**config.mk**
```make
export PLATFORM = sky130hd
export DESIGN_NAME = clkbank_top
export DESIGN_NICKNAME = d
export VERILOG_FILES = /design/src/rtl/clkbank_pkg.sv /design/src/rtl/clkbank_regs.sv /design/src/rtl/clkbank_chan.sv /design/src/rtl/clkbank_top.sv
export SDC_FILE = /design/constraint.sdc
export NUM_CORES = 1
export LEC_CHECK = 0
export BUFFER_PORTS_ARGS = -buffer_cell sky130_fd_sc_hd__buf_2
export CAP_MARGIN = 20
export CORE_MARGIN = 2
export CORE_UTILIZATION = 57
export CTS_BUF_LIST = sky130_fd_sc_hd__clkbuf_2
export DETAILED_ROUTE_END_ITERATION = 6
export PLACE_DENSITY = 0.77
export SYNTH_ARGS = -nofsm -noshare
export SYNTH_HDL_FRONTEND = slang
export SYNTH_HIERARCHICAL = 1
export SYNTH_SLANG_ARGS = --single-unit
```
**constraint.sdc**
```tcl
create_clock -name clk -period 2.15 [get_ports clk]
set_input_delay 0.215 -clock clk [delete_from_list [all_inputs] [get_ports clk]]
set_output_delay 0.215 -clock clk [all_outputs]
set_load 0.005 [all_outputs]
```
**src/rtl/clkbank_pkg.sv**
```systemverilog
// Shared constants, register selector type and address decode for the
// clock channel bank. Assumes byte addressing with 32-bit registers.
package clkbank_pkg;
    localparam int REG_W    = 32;
    localparam int SRC_N    = 4;
    localparam int SEL_W    = $clog2(SRC_N);
    localparam int DIV_W    = 2;
    localparam int CNT_W    = (1 << DIV_W) - 1;
    localparam int OFF_GATE = 'h0;
    localparam int OFF_SEL  = 'h4;
    localparam int OFF_DIV  = 'h8;

    typedef enum logic [1:0] {
        RSEL_GATE = 2'd0,
        RSEL_SRC  = 2'd1,
        RSEL_DIV  = 2'd2,
        RSEL_NONE = 2'd3
    } reg_sel_e;

    // Map a byte offset to the register it names.
    function automatic reg_sel_e decode_off(input logic [7:0] off);
        case (off)
            8'(OFF_GATE): decode_off = RSEL_GATE;
            8'(OFF_SEL):  decode_off = RSEL_SRC;
            8'(OFF_DIV):  decode_off = RSEL_DIV;
            default:      decode_off = RSEL_NONE;
        endcase
    endfunction
endpackage

```
**src/rtl/clkbank_regs.sv**
```systemverilog
// Register file for the clock channel bank: a switch-off word, a source
// select word and a ratio word, with combinational read-back.
// Assumes ADDR_W <= 8 and a single-cycle access per valid.
module clkbank_regs
    import clkbank_pkg::*;
#(
    parameter int NUM_CH = 16,
    parameter int ADDR_W = 4
) (
    input  logic                    clk,
    input  logic                    rst_n,
    input  logic                    bus_valid,
    input  logic                    bus_write,
    input  logic [ADDR_W-1:0]       bus_addr,
    input  logic [REG_W-1:0]        bus_wdata,
    output logic [REG_W-1:0]        bus_rdata,
    output logic [NUM_CH-1:0]       gate_off,
    output logic [NUM_CH*SEL_W-1:0] src_sel,
    output logic [NUM_CH*DIV_W-1:0] div_code
);
    localparam int SEL_BITS = NUM_CH * SEL_W;
    localparam int DIV_BITS = NUM_CH * DIV_W;

    reg_sel_e which;
    logic     wr_en;
    logic     rd_en;

    // Decode the accessed register.
    always_comb begin
        which = decode_off(8'(bus_addr));
        wr_en = bus_valid && bus_write;
        rd_en = bus_valid && !bus_write;
    end

    // Store register writes; unmapped offsets are dropped.
    always_ff @(posedge clk) begin
        if (!rst_n) begin
            gate_off <= '0;
            src_sel  <= '0;
            div_code <= '0;
        end else if (wr_en) begin
            case (which)
                RSEL_GATE: gate_off <= bus_wdata[NUM_CH-1:0];
                RSEL_SRC:  src_sel  <= bus_wdata[SEL_BITS-1:0];
                RSEL_DIV:  div_code <= bus_wdata[DIV_BITS-1:0];
                default:   ;
            endcase
        end
    end

    // Return the addressed register, or zero.
    always_comb begin
        bus_rdata = '0;
        if (rd_en) begin
            case (which)
                RSEL_GATE: bus_rdata = REG_W'(gate_off);
                RSEL_SRC:  bus_rdata = REG_W'(src_sel);
                RSEL_DIV:  bus_rdata = REG_W'(div_code);
                default:   bus_rdata = '0;
            endcase
        end
    end

    AST_BAD_OFF_NO_WRITE: assert property (@(posedge clk) disable iff (!rst_n)
        (wr_en && which == RSEL_NONE) |=> ($stable(gate_off) && $stable(src_sel) && $stable(div_code)))
        else $error("write to unmapped offset changed a register");
    AST_IDLE_RDATA_ZERO: assert property (@(posedge clk) disable iff (!rst_n)
        (!rd_en || which == RSEL_NONE) |-> bus_rdata == '0)
        else $error("read data not zero");
endmodule

```
**src/rtl/clkbank_chan.sv**
```systemverilog
// One output channel: picks a parent strobe, counts it up to 2^code and
// fires a one-cycle strobe. A switch-off holds the count at zero and forces
// the output low. A change of source or ratio restarts the count.
// Assumes the parent strobes are synchronous to clk.
module clkbank_chan
    import clkbank_pkg::*;
(
    input  logic             clk,
    input  logic             rst_n,
    input  logic             gate_off,
    input  logic [SEL_W-1:0] sel,
    input  logic [DIV_W-1:0] code,
    input  logic [SRC_N-1:0] parent_stb,
    output logic             out_stb
);
    logic [CNT_W-1:0] cnt_q;
    logic [CNT_W-1:0] lim;
    logic [SEL_W-1:0] sel_q;
    logic [DIV_W-1:0] code_q;
    logic             fire_q;
    logic             picked;
    logic             cfg_change;

    // Select the parent and derive the terminal count.
    always_comb begin
        picked     = parent_stb[sel];
        lim        = CNT_W'((1 << code) - 1);
        cfg_change = (sel != sel_q) || (code != code_q);
    end

    // Remember the settings seen in the previous cycle.
    always_ff @(posedge clk) begin
        if (!rst_n) begin
            sel_q  <= '0;
            code_q <= '0;
        end else begin
            sel_q  <= sel;
            code_q <= code;
        end
    end

    // Count selected parent strobes and fire at the terminal count.
    always_ff @(posedge clk) begin
        if (!rst_n) begin
            cnt_q  <= '0;
            fire_q <= 1'b0;
        end else if (gate_off || cfg_change) begin
            cnt_q  <= '0;
            fire_q <= 1'b0;
        end else if (picked) begin
            fire_q <= (cnt_q == lim);
            cnt_q  <= (cnt_q == lim) ? '0 : cnt_q + 1'b1;
        end else begin
            fire_q <= 1'b0;
        end
    end

    // Switch-off masks a strobe fired at the same edge as the write.
    assign out_stb = fire_q && !gate_off;

    AST_GATED_CNT_HELD: assert property (@(posedge clk) disable iff (!rst_n)
        gate_off |=> cnt_q == '0)
        else $error("count moved while switched off");
    AST_CFG_RESTART: assert property (@(posedge clk) disable iff (!rst_n)
        cfg_change |=> (cnt_q == '0 && !out_stb))
        else $error("count not restarted on settings change");
    AST_CNT_BOUND: assert property (@(posedge clk) disable iff (!rst_n)
        !cfg_change |-> cnt_q <= lim)
        else $error("count above terminal value");
    AST_FIRE_AFTER_PARENT: assert property (@(posedge clk) disable iff (!rst_n)
        picked && !gate_off && !cfg_change && cnt_q == lim |=> fire_q)
        else $error("missed output strobe");
endmodule

```
**src/rtl/clkbank_top.sv**
```systemverilog
// Top of the clock channel bank: register file plus one select-divide-gate
// channel per output. Assumes NUM_CH*2 <= 32 so each word holds all fields.
module clkbank_top
    import clkbank_pkg::*;
#(
    parameter int NUM_CH = 16,
    parameter int ADDR_W = 4
) (
    input  logic              clk,
    input  logic              rst_n,
    input  logic              bus_valid,
    input  logic              bus_write,
    input  logic [ADDR_W-1:0] bus_addr,
    input  logic [REG_W-1:0]  bus_wdata,
    output logic [REG_W-1:0]  bus_rdata,
    input  logic [SRC_N-1:0]  parent_stb,
    output logic [NUM_CH-1:0] chan_stb
);
    logic [NUM_CH-1:0]       gate_off;
    logic [NUM_CH*SEL_W-1:0] src_sel;
    logic [NUM_CH*DIV_W-1:0] div_code;

    clkbank_regs #(.NUM_CH(NUM_CH), .ADDR_W(ADDR_W)) u_regs (
        .clk       (clk),
        .rst_n     (rst_n),
        .bus_valid (bus_valid),
        .bus_write (bus_write),
        .bus_addr  (bus_addr),
        .bus_wdata (bus_wdata),
        .bus_rdata (bus_rdata),
        .gate_off  (gate_off),
        .src_sel   (src_sel),
        .div_code  (div_code)
    );

    for (genvar i = 0; i < NUM_CH; i++) begin : g_ch
        clkbank_chan u_chan (
            .clk        (clk),
            .rst_n      (rst_n),
            .gate_off   (gate_off[i]),
            .sel        (src_sel[i*SEL_W +: SEL_W]),
            .code       (div_code[i*DIV_W +: DIV_W]),
            .parent_stb (parent_stb),
            .out_stb    (chan_stb[i])
        );

        AST_GATED_OUT_LOW: assert property (@(posedge clk) disable iff (!rst_n)
            gate_off[i] |-> !chan_stb[i])
            else $error("switched-off channel strobed");
    end
endmodule

```
==> impl_metrics.toml, run 1 <==
[status]
status = "finished clean"

[setup_path]
worstReg2RegStart = "u_regs/src_sel[4]"
crit_buf_inv = 1
cp_num_cells = 4
required_ps = 1930
worst-setup-path-type = "flop to output port"
crit_family = "flip-flops"
r2r_slack_ps = 550
r2r-end = "g_ch[2].u_chan/cnt_q[1]"
critPathCapture = "bus_rdata[4]"
crit_path_cell_trace = "mux2_2 > a22oi_2 > nor2_1 > buf_2"
crit_start = "u_regs/gate_off[4]"
start_kind = "flop"
arrival_ps = 1840
r2r_cells = 3
end_kind = "output port"
critPathMaxStageDelay_ps = 360
cp_slowest_cell = "dfxtp_2"
path_max_fanout = 4

[yosys]
synth-async-reset-ratio_pct = 0
yosys_warnings = 6
ys_ff_latch = 208
synth.top_cell.area_share_pct = 42.23
synth_fp_nets = 1099
synth_area_um2 = 9859
synthMuxAreaShare_pct = 13.74
netlist_top_cells_count = "208 x dfxtp_1, 146 x nand2_1, 96 x mux2i_1, 67 x nor2_1"
syn_area_per_cell_um2 = 9.489
synth_top_family_by_area = "simple AND/OR/NAND/NOR gates"
synth-compound-area-share_pct = 10.70
synth_edf_count = 0
synth.distinct_cells = 36
synthSimpleGateAreaFrac_pct = 20.95
synth-adder-area-share_pct = 2.030
syn_inst = 1039
synth-main-ff-cell = "dfxtp_1"
synth-seq-area-share_pct = 42.23
synth_area_leaders = "dfxtp_1 42%, mux2i_1 9.7%, nand2_1 5.6%"
synth_xor_xnor_area_share_pct = 5.685
yosysTopAreaCell = "dfxtp_1"
yosysMostFrequentCell = "dfxtp_1"

[timing]
fmax_ghz = 0.4868
slew_viol_final = 0
timing.final.crit_share_pct = 95.54
fin_worst_skew_ps = 84.87
tns_ps = 0
rsz0062_at_grt = "true"
tightest_slew_ps = 494.7
post-route-min-period_ps = 2054
timing.slew.headroom_pct = 67.02
finalSetupViolCount = 0
hold_violations = 0

[detailed_routing]
via_per_inst = 5.631
final_antenna_net_count = 0
drtPass1Iterations = 7
wl_um = 23960
drcViolationCount = 0
vias = 8249
drtIter0Drc = 611
wl_per_cell_um = 16.36

[min_path]
hp-class = "input pin to flop"

[clock_tree]
h-tree-depth = 2
clk_pin_slew_ps = 90
clock_latency_ps = 810
root_buffer = "clkbuf_2"
cts_max_path_buffers = 3
cts_tree = "done"
cts_buffers = 52
cts_sinks = 208

[grt]
grt_max_degree = 32
gr-usage-all-layers_pct = 26.06
grt-ovfl-total = 0
grt_pass1_wl_um = 38390
antenna_found_initial = 2
first_global_vias = 7880

[die]
pin_count = 92
die_w_um = 135.5
dieArea_um2 = 18370
num_rows = 48
die_h_um = 135.5
core-area_um2 = 17120
initial_core_util_pct = 57.60

[layout]
fin_util_pct = 66.81
final_area_um2 = 11430
stdcell_count = 1465
area_growth_pct = 15.98
drive_gt1_share_pct = 21.15
nNetsFinal = 1276

[placement]
io_buffers = 91
gp_congestion = 0.8273
dp.cells = 1351
dp_hpwl_um = 16130
dpl-instance-area_um2 = 10640

[power]
power_leakage_nw = 4.646
irDropWorstVdd_mv = 0.3910
p_per_area_nw_per_um2 = 628.3

[flow_run]
drv_cap = 0
routing by layer:
metal,vias to the layer above,part of all wire (%),track usage [%]
met1,3915,43,32.63
met4,2,3.5,11.34
li1,4036,-,-
met2,240,48,44.67
met3,56,5.3,4.040
met5,-,0.054,0
cell type report:
cell class	count	area, um^2
fillers	1439	5682
multi-input cells	735	5269
flip-flops and latches	208	4179
repair buffers	155	1059
clock buffers	71	355.3
well taps	225	281.5
inverters	64	240.2
clock inverters	6	48.80
diodes	1	2.502
placed cells by master (no fill, tap or decap), types with 18 or more instances in the layout:
| master | instances |
|---|---|
| dfxtp_1 | 202 |
| nand2_1 | 145 |
| nor2_1 | 67 |
| nor2b_1 | 18 |
| and2_1 | 48 |
| buf_2 | 90 |
| inv_1 | 64 |
| buf_4 | 29 |
| xor2_1 | 32 |
| nor3_1 | 64 |
| mux2i_1 | 96 |
| dlygate4sd3_1 | 33 |
| xnor2_1 | 32 |
| a22oi_1 | 29 |
| clkbuf_2 | 71 |
tightest hold or removal path, stage by stage:
cell     delay, ps
buf_2          110
and4b_1        220
buf_4          180
mux2i_1         80
power breakdown:
group / switching [W] / leakage [nW] / total, W / internal (W)
clock network: 0.00149 / 0.320 / 0.00247 / 0.000978
registers: 0.0000762 / 1.69 / 0.00400 / 0.00392
logic: 0.000376 / 2.64 / 0.000715 / 0.000339
timing repair:
action,CTS,global route
hold endpoints to repair,100,0
setup buffers,0,4
hold buffers,33,0
endpoints found under the setup margin,3,25
pin swaps,2,2
gates resized for setup,9,5
worst min path at each step:
stage	end	slack (ps)	start	depth (start not counted)
after floorplan	g_ch[0].u_chan/code_q[0]	340	rst_n	1
after global placement	u_regs/gate_off[3]	480	u_regs/gate_off[3]	2
after detailed placement	u_regs/div_code[29]	500	bus_wdata[29]	3
after CTS	u_regs/gate_off[0]	10	bus_write	4
after global routing	u_regs/gate_off[0]	50	bus_write	4
final	u_regs/gate_off[0]	70	bus_write	4
stage by stage:
| stage | hold WS, ps | total power (W) | setup WS (ps) |
|---|---|---|---|
| after detailed placement | 495.5 | 0.004751 | 55.71 |
| after global routing | 51.42 | 0.007526 | -4.518 |
| final | 71.50 | 0.007184 | 95.79 |
| after CTS | 12.60 | 0.007250 | 12.88 |
| after global placement | 484.7 | 0.004732 | 135.8 |
| after floorplan | 342.3 | 0.004505 | 735.6 |
kinds of logic after synthesis:
logic type / Yosys count
compound gates: 125
xor+xnor: 64
fa+ha+maj: 16
buf+inv: 96
flops: 208
mux: 115
simple gates: 415
state kept, by name, summed over array words and instances, names as in the netlist:
| signal | flops |
|---|---|
| g_ch.u_chan/cnt_q | 48 |
| g_ch.u_chan/code_q | 32 |
| g_ch.u_chan/fire_q | 16 |
| g_ch.u_chan/sel_q | 32 |
| u_regs/div_code | 32 |
| u_regs/gate_off | 16 |
| u_regs/src_sel | 32 |
No activity file was read; power rests on OpenSTA's default activity.
==> inputs of run 2 (changes only) <==
--- a/config.mk
+++ b/config.mk
@@ -14,5 +14,4 @@
 export PLACE_DENSITY = 0.77
 export SYNTH_ARGS = -nofsm -noshare
 export SYNTH_HDL_FRONTEND = slang
-export SYNTH_HIERARCHICAL = 1
 export SYNTH_SLANG_ARGS = --single-unit
==> impl_metrics.toml, run 2 <==
[status]
status = "finished clean"

[timing]
hold_violations = 0
timing.slew.headroom_pct = 59.67
worst_slack_ps = 146.2
finalSetupViolCount = 0
fmax_ghz = 0.4991
rsz0062_at_grt = "false"
fin_worst_skew_ps = 35.18
slew_viol_final = 0
tightest_slew_ps = 605.0
tns_ps = 0
timing.final.crit_share_pct = 93.20
post-route-min-period_ps = 2004

[setup_path]
path_max_fanout = 8
worst-setup-path-type = "flop to output port"
crit_path_cell_trace = "a22oi_1 > a21oi_1 > buf_2"
end_kind = "output port"
cp_slowest_cell = "dfxtp_1"
crit_family = "flip-flops"
start_kind = "flop"
required_ps = 1930
critPathMaxStageDelay_ps = 490
arrival_ps = 1790
crit_buf_inv = 1

[layout]
largest_reg_flops = 48
stdcell_count = 1512
drive_gt1_share_pct = 16.56
mostFrequentLayoutCells = "207 x dfxtp_1, 200 x nand2_1, 90 x buf_2"
regMostFlops = "g_ch.u_chan.cnt_q"
nNetsFinal = 1316
final_area_um2 = 11360
layout_commonest_cell = "dfxtp_1"
area_growth_pct = 13.32

[yosys]
ys_ff_latch = 208
synth_fp_nets = 1198
yosysTopAreaCell = "dfxtp_1"
synth_area_leaders = "dfxtp_1 42%, nand2_1 7.5%, a21boi_1 5.2%"
synth_top_family_by_area = "simple AND/OR/NAND/NOR gates"
synth.distinct_cells = 42
synth-seq-area-share_pct = 41.55
synth-adder-area-share_pct = 1.998
synth-async-reset-ratio_pct = 0
yosys_warnings = 0
synth_xor_xnor_area_share_pct = 5.856
synth_area_um2 = 10020
synth-main-ff-cell = "dfxtp_1"
synth-compound-area-share_pct = 14.68
syn_area_per_cell_um2 = 8.806
netlist_top_cells_count = "208 x dfxtp_1, 200 x nand2_1, 70 x a21boi_1, 66 x and2_1, 63 x nor3_1"
syn_inst = 1138
synthMuxAreaShare_pct = 5.993
synth_edf_count = 0
synth.top_cell.area_share_pct = 41.55
synthSimpleGateAreaFrac_pct = 23.82
yosysMostFrequentCell = "dfxtp_1"

[power]
irDropWorstVdd_mv = 0.3963
p_per_area_nw_per_um2 = 626.2
p_total_w = 0.007111
power_leakage_nw = 4.462

[detailed_routing]
drtIter0Drc = 589
final_antenna_net_count = 0
via_per_inst = 5.628
wl_per_cell_um = 16.28
wl_um = 24610
drtPass1Iterations = 6
vias = 8509
drcViolationCount = 0

[placement]
gp_congestion = 0.8366
io_buffers = 91
dp_hpwl_um = 15630
dp.cells = 1384
dpl-instance-area_um2 = 10520
dpl_worst_slack_ps = 397.2

[clock_tree]
root_buffer = "clkbuf_2"
cts_tree = "done"
cts_max_path_buffers = 3
cts_buffers = 53
clock_latency_ps = 800
cts_sinks = 208
clk_pin_slew_ps = 110
h-tree-depth = 2

[grt]
grt_pass1_wl_um = 39270
antenna_found_initial = 1
gr-usage-all-layers_pct = 26.57
grt-ovfl-total = 0
grt_max_degree = 62
first_global_vias = 8087

[die]
num_rows = 48
pin_count = 92
initial_core_util_pct = 58.14
die_w_um = 136.6
core-area_um2 = 17240
die_h_um = 136.6
dieArea_um2 = 18660

[min_path]
hp-class = "input pin to flop"

[flow_run]
drv_cap = 0
run 2: cell count changes after synthesis, moves of 17 or more:
cell      before  now
a21boi_1       0   70
a21oi_1        0   26
and2_1        48   66
buf_4          2   23
clkbuf_1      18   57
inv_1         64   47
mux2i_1       96   24
nand2_1      146  200
nor2_1        67   36
run 2: cell type report:
type,count,area [um^2]
fill,1461,5881
antenna,1,2.502
tap,225,281.5
clock buffer,74,370.4
inverter,47,176.4
timing repair buffer,152,1071
clock inverter,11,42.54
multi-input combinational,794,5246
sequential,208,4165
run 2: worst paths after layout:
kind	startpoint	end	slack [ps]	depth (start not counted)
max	u_regs.div_code[11]	bus_rdata[11]	150	3
min	bus_valid	u_regs.div_code[28]	80	5
max reg2reg	u_regs.div_code[4]	g_ch[2].u_chan.cnt_q[0]	580	4
min reg2reg	u_regs.gate_off[14]	u_regs.gate_off[14]	520	2
run 2: through the flow:
stage               hold WS [ps]  util, %
floorplan                  349.8        -
global route               42.09    65.88
detailed placement         474.1    61.03
CTS                        8.511    65.86
global placement           467.2    61.03
finish                     78.85    65.88
run 2: report_power, final:
group | internal (W) | switching, W | total (W)
registers | 0.00393 | 0.0000793 | 0.00401
clock network | 0.000905 | 0.00153 | 0.00243
logic | 0.000326 | 0.000347 | 0.000673
run 2: logic make-up after synthesis:
group | after synthesis
compound gates | 203
xor+xnor | 67
fa+ha+maj | 16
buf+inv | 136
flops | 208
mux | 40
simple gates | 468
run 2: metal layers:
metal  share of wire, %  GRT usage, %  up-vias
met5                  0             0        -
met4                2.0         8.970        0
met3                7.4         5.778       47
met2                 50         47.44      290
met1                 40         31.48     4015
li1                   -             -     4157
run 2: worst min-delay path, delay by kind of cell:
family	cells	cell delay, ps
buffers and inverters	2	310
and+or+nand+nor	2	250
AOI/OAI and AO/OA	1	50
run 2: what timing repair did:
action	CTS	global route
gates resized for setup	0	1
hold buffers	42	0
hold endpoints to repair	97	0
endpoints found under the setup margin	0	1
buffers inserted	0	0
==> inputs of run 3 (changes only) <==
--- a/config.mk
+++ b/config.mk
@@ -12,6 +12,8 @@
 export CTS_BUF_LIST = sky130_fd_sc_hd__clkbuf_2
 export DETAILED_ROUTE_END_ITERATION = 6
 export PLACE_DENSITY = 0.77
+export RECOVER_POWER = 50
 export SYNTH_ARGS = -nofsm -noshare
 export SYNTH_HDL_FRONTEND = slang
+export SYNTH_HIERARCHICAL = 1
 export SYNTH_SLANG_ARGS = --single-unit
==> impl_metrics.toml, run 3 (synthesis results as in run 1) <==
[min_path]
hp-class = "input pin to flop"
min_to = "u_regs/gate_off[0]"
min-delay-start = "bus_write"
holdPathStages = 4

[clock_tree]
root_buffer = "clkbuf_2"
cts_tree = "done"
cts_buffers = 52
clock_latency_ps = 810
cts_sinks = 208
clk_pin_slew_ps = 90
cts_max_path_buffers = 3
h-tree-depth = 2

[timing]
hold_violations = 0
fin_worst_skew_ps = 80.36
timing.final.crit_share_pct = 95.57
fmax_ghz = 0.4867
tightest_slew_ps = 501.8
tns_ps = 0
rsz0062_at_grt = "true"
finalSetupViolCount = 0
post-route-min-period_ps = 2055
slew_viol_final = 0
timing.slew.headroom_pct = 66.55

[placement]
gp_congestion = 0.8273
dp_hpwl_um = 16130
io_buffers = 91

[setup_path]
r2r_slack_ps = 570
arrival_ps = 1840
r2r-end = "g_ch[2].u_chan/cnt_q[1]"
worst-setup-path-type = "flop to output port"
required_ps = 1930
end_kind = "output port"
path_max_fanout = 4
r2r_cells = 3
crit_start = "u_regs/div_code[14]"
start_kind = "flop"
worstReg2RegStart = "u_regs/src_sel[4]"

[detailed_routing]
wl_um = 24000
drtPass1Iterations = 7
wl_per_cell_um = 16.38
drcViolationCount = 2
final_antenna_net_count = 0
vias = 8254
via_per_inst = 5.634
drtIter0Drc = 581

[grt]
grt-ovfl-total = 0
first_global_vias = 7880
grt_max_degree = 32
antenna_found_initial = 2
grt_pass1_wl_um = 38390
gr-usage-all-layers_pct = 26.06

[die]
die_h_um = 135.5
pin_count = 92
die_w_um = 135.5
num_rows = 48
core-area_um2 = 17120
dieArea_um2 = 18370
initial_core_util_pct = 57.60

[layout]
area_growth_pct = 15.90
seq_area_um2 = 4179
largest_reg_flops = 48
nFillCells = 1443
mostFrequentLayoutCells = "202 x dfxtp_1, 145 x nand2_1, 96 x mux2i_1"
drive_gt1_share_pct = 20.98
nNetsFinal = 1276
regMostFlops = "g_ch.u_chan/cnt_q"
multi_input_area_um2 = 5269
layout_commonest_cell = "dfxtp_1"

[power]
power_leakage_nw = 4.636
p_per_area_nw_per_um2 = 628.8
p_total_w = 0.007186
irDropWorstVdd_mv = 0.3908

[status]
status = "finished, violations left"
violations = "design-rule violations"

[flow_run]
drv_cap = 0
run 3: how the worst max path moves through the flow:
stage                          endpoint  slack (ps)  cells after the start
final                     bus_rdata[14]         100                      4
after global routing      bus_rdata[14]          -5                      4
after CTS                 bus_rdata[13]          10                      4
after detailed placement   bus_rdata[0]          60                      6
after global placement     bus_rdata[6]         140                      6
after floorplan           bus_rdata[21]         740                      6
run 3: metal layers:
layer,global-route usage (%),routed length (um),up-vias
met5,0,13,-
met4,11.34,835,2
met3,4.040,1416,61
met2,44.67,11550,255
met1,32.63,10190,3901
li1,-,-,4035
run 3: per-stage QoR:
step | setup slack (ps) | util, % | cell area (um^2) | hold slack, ps | cells
global placement | 135.8 | 62.16 | 10640 | 484.7 | 1351
finish | 95.19 | 66.76 | 11430 | 65.94 | 1465
global route | -4.518 | 66.76 | 11430 | 51.42 | 1465
detailed placement | 55.71 | 62.16 | 10640 | 495.5 | 1351
CTS | 12.88 | 66.54 | 11390 | 12.60 | 1460
floorplan | 735.6 | - | 9859 | 342.3 | 1039
run 3: critical path, cell delays in order (launching register included):
cell and delay [ps]:
dfxtp_4 360, mux2_4 260, a22oi_2 200, nor2_1 80, buf_2 140
run 3: timing repair:
action	in CTS	in global routing
pin swaps	2	2
hold buffers	33	0
gates resized for setup	9	5
endpoints found under the hold margin	100	0
setup buffers	0	4
setup endpoints to repair	3	25
run 3: where the power goes:
part	total (W)	internal, W	switching [W]
Clock	0.00247	0.000978	0.00149
Sequential	0.00400	0.00392	0.0000763
Combinational	0.000713	0.000338	0.000376
run 3: area by class of cell:
type	count	share of cell area [%]
sequential	208	36.57
inverter	64	2.102
multi-input combinational	735	46.11
clock buffer	71	3.110
tap	225	2.464
timing repair buffer	155	9.197
clock inverter	6	0.4270
antenna	1	0.02190
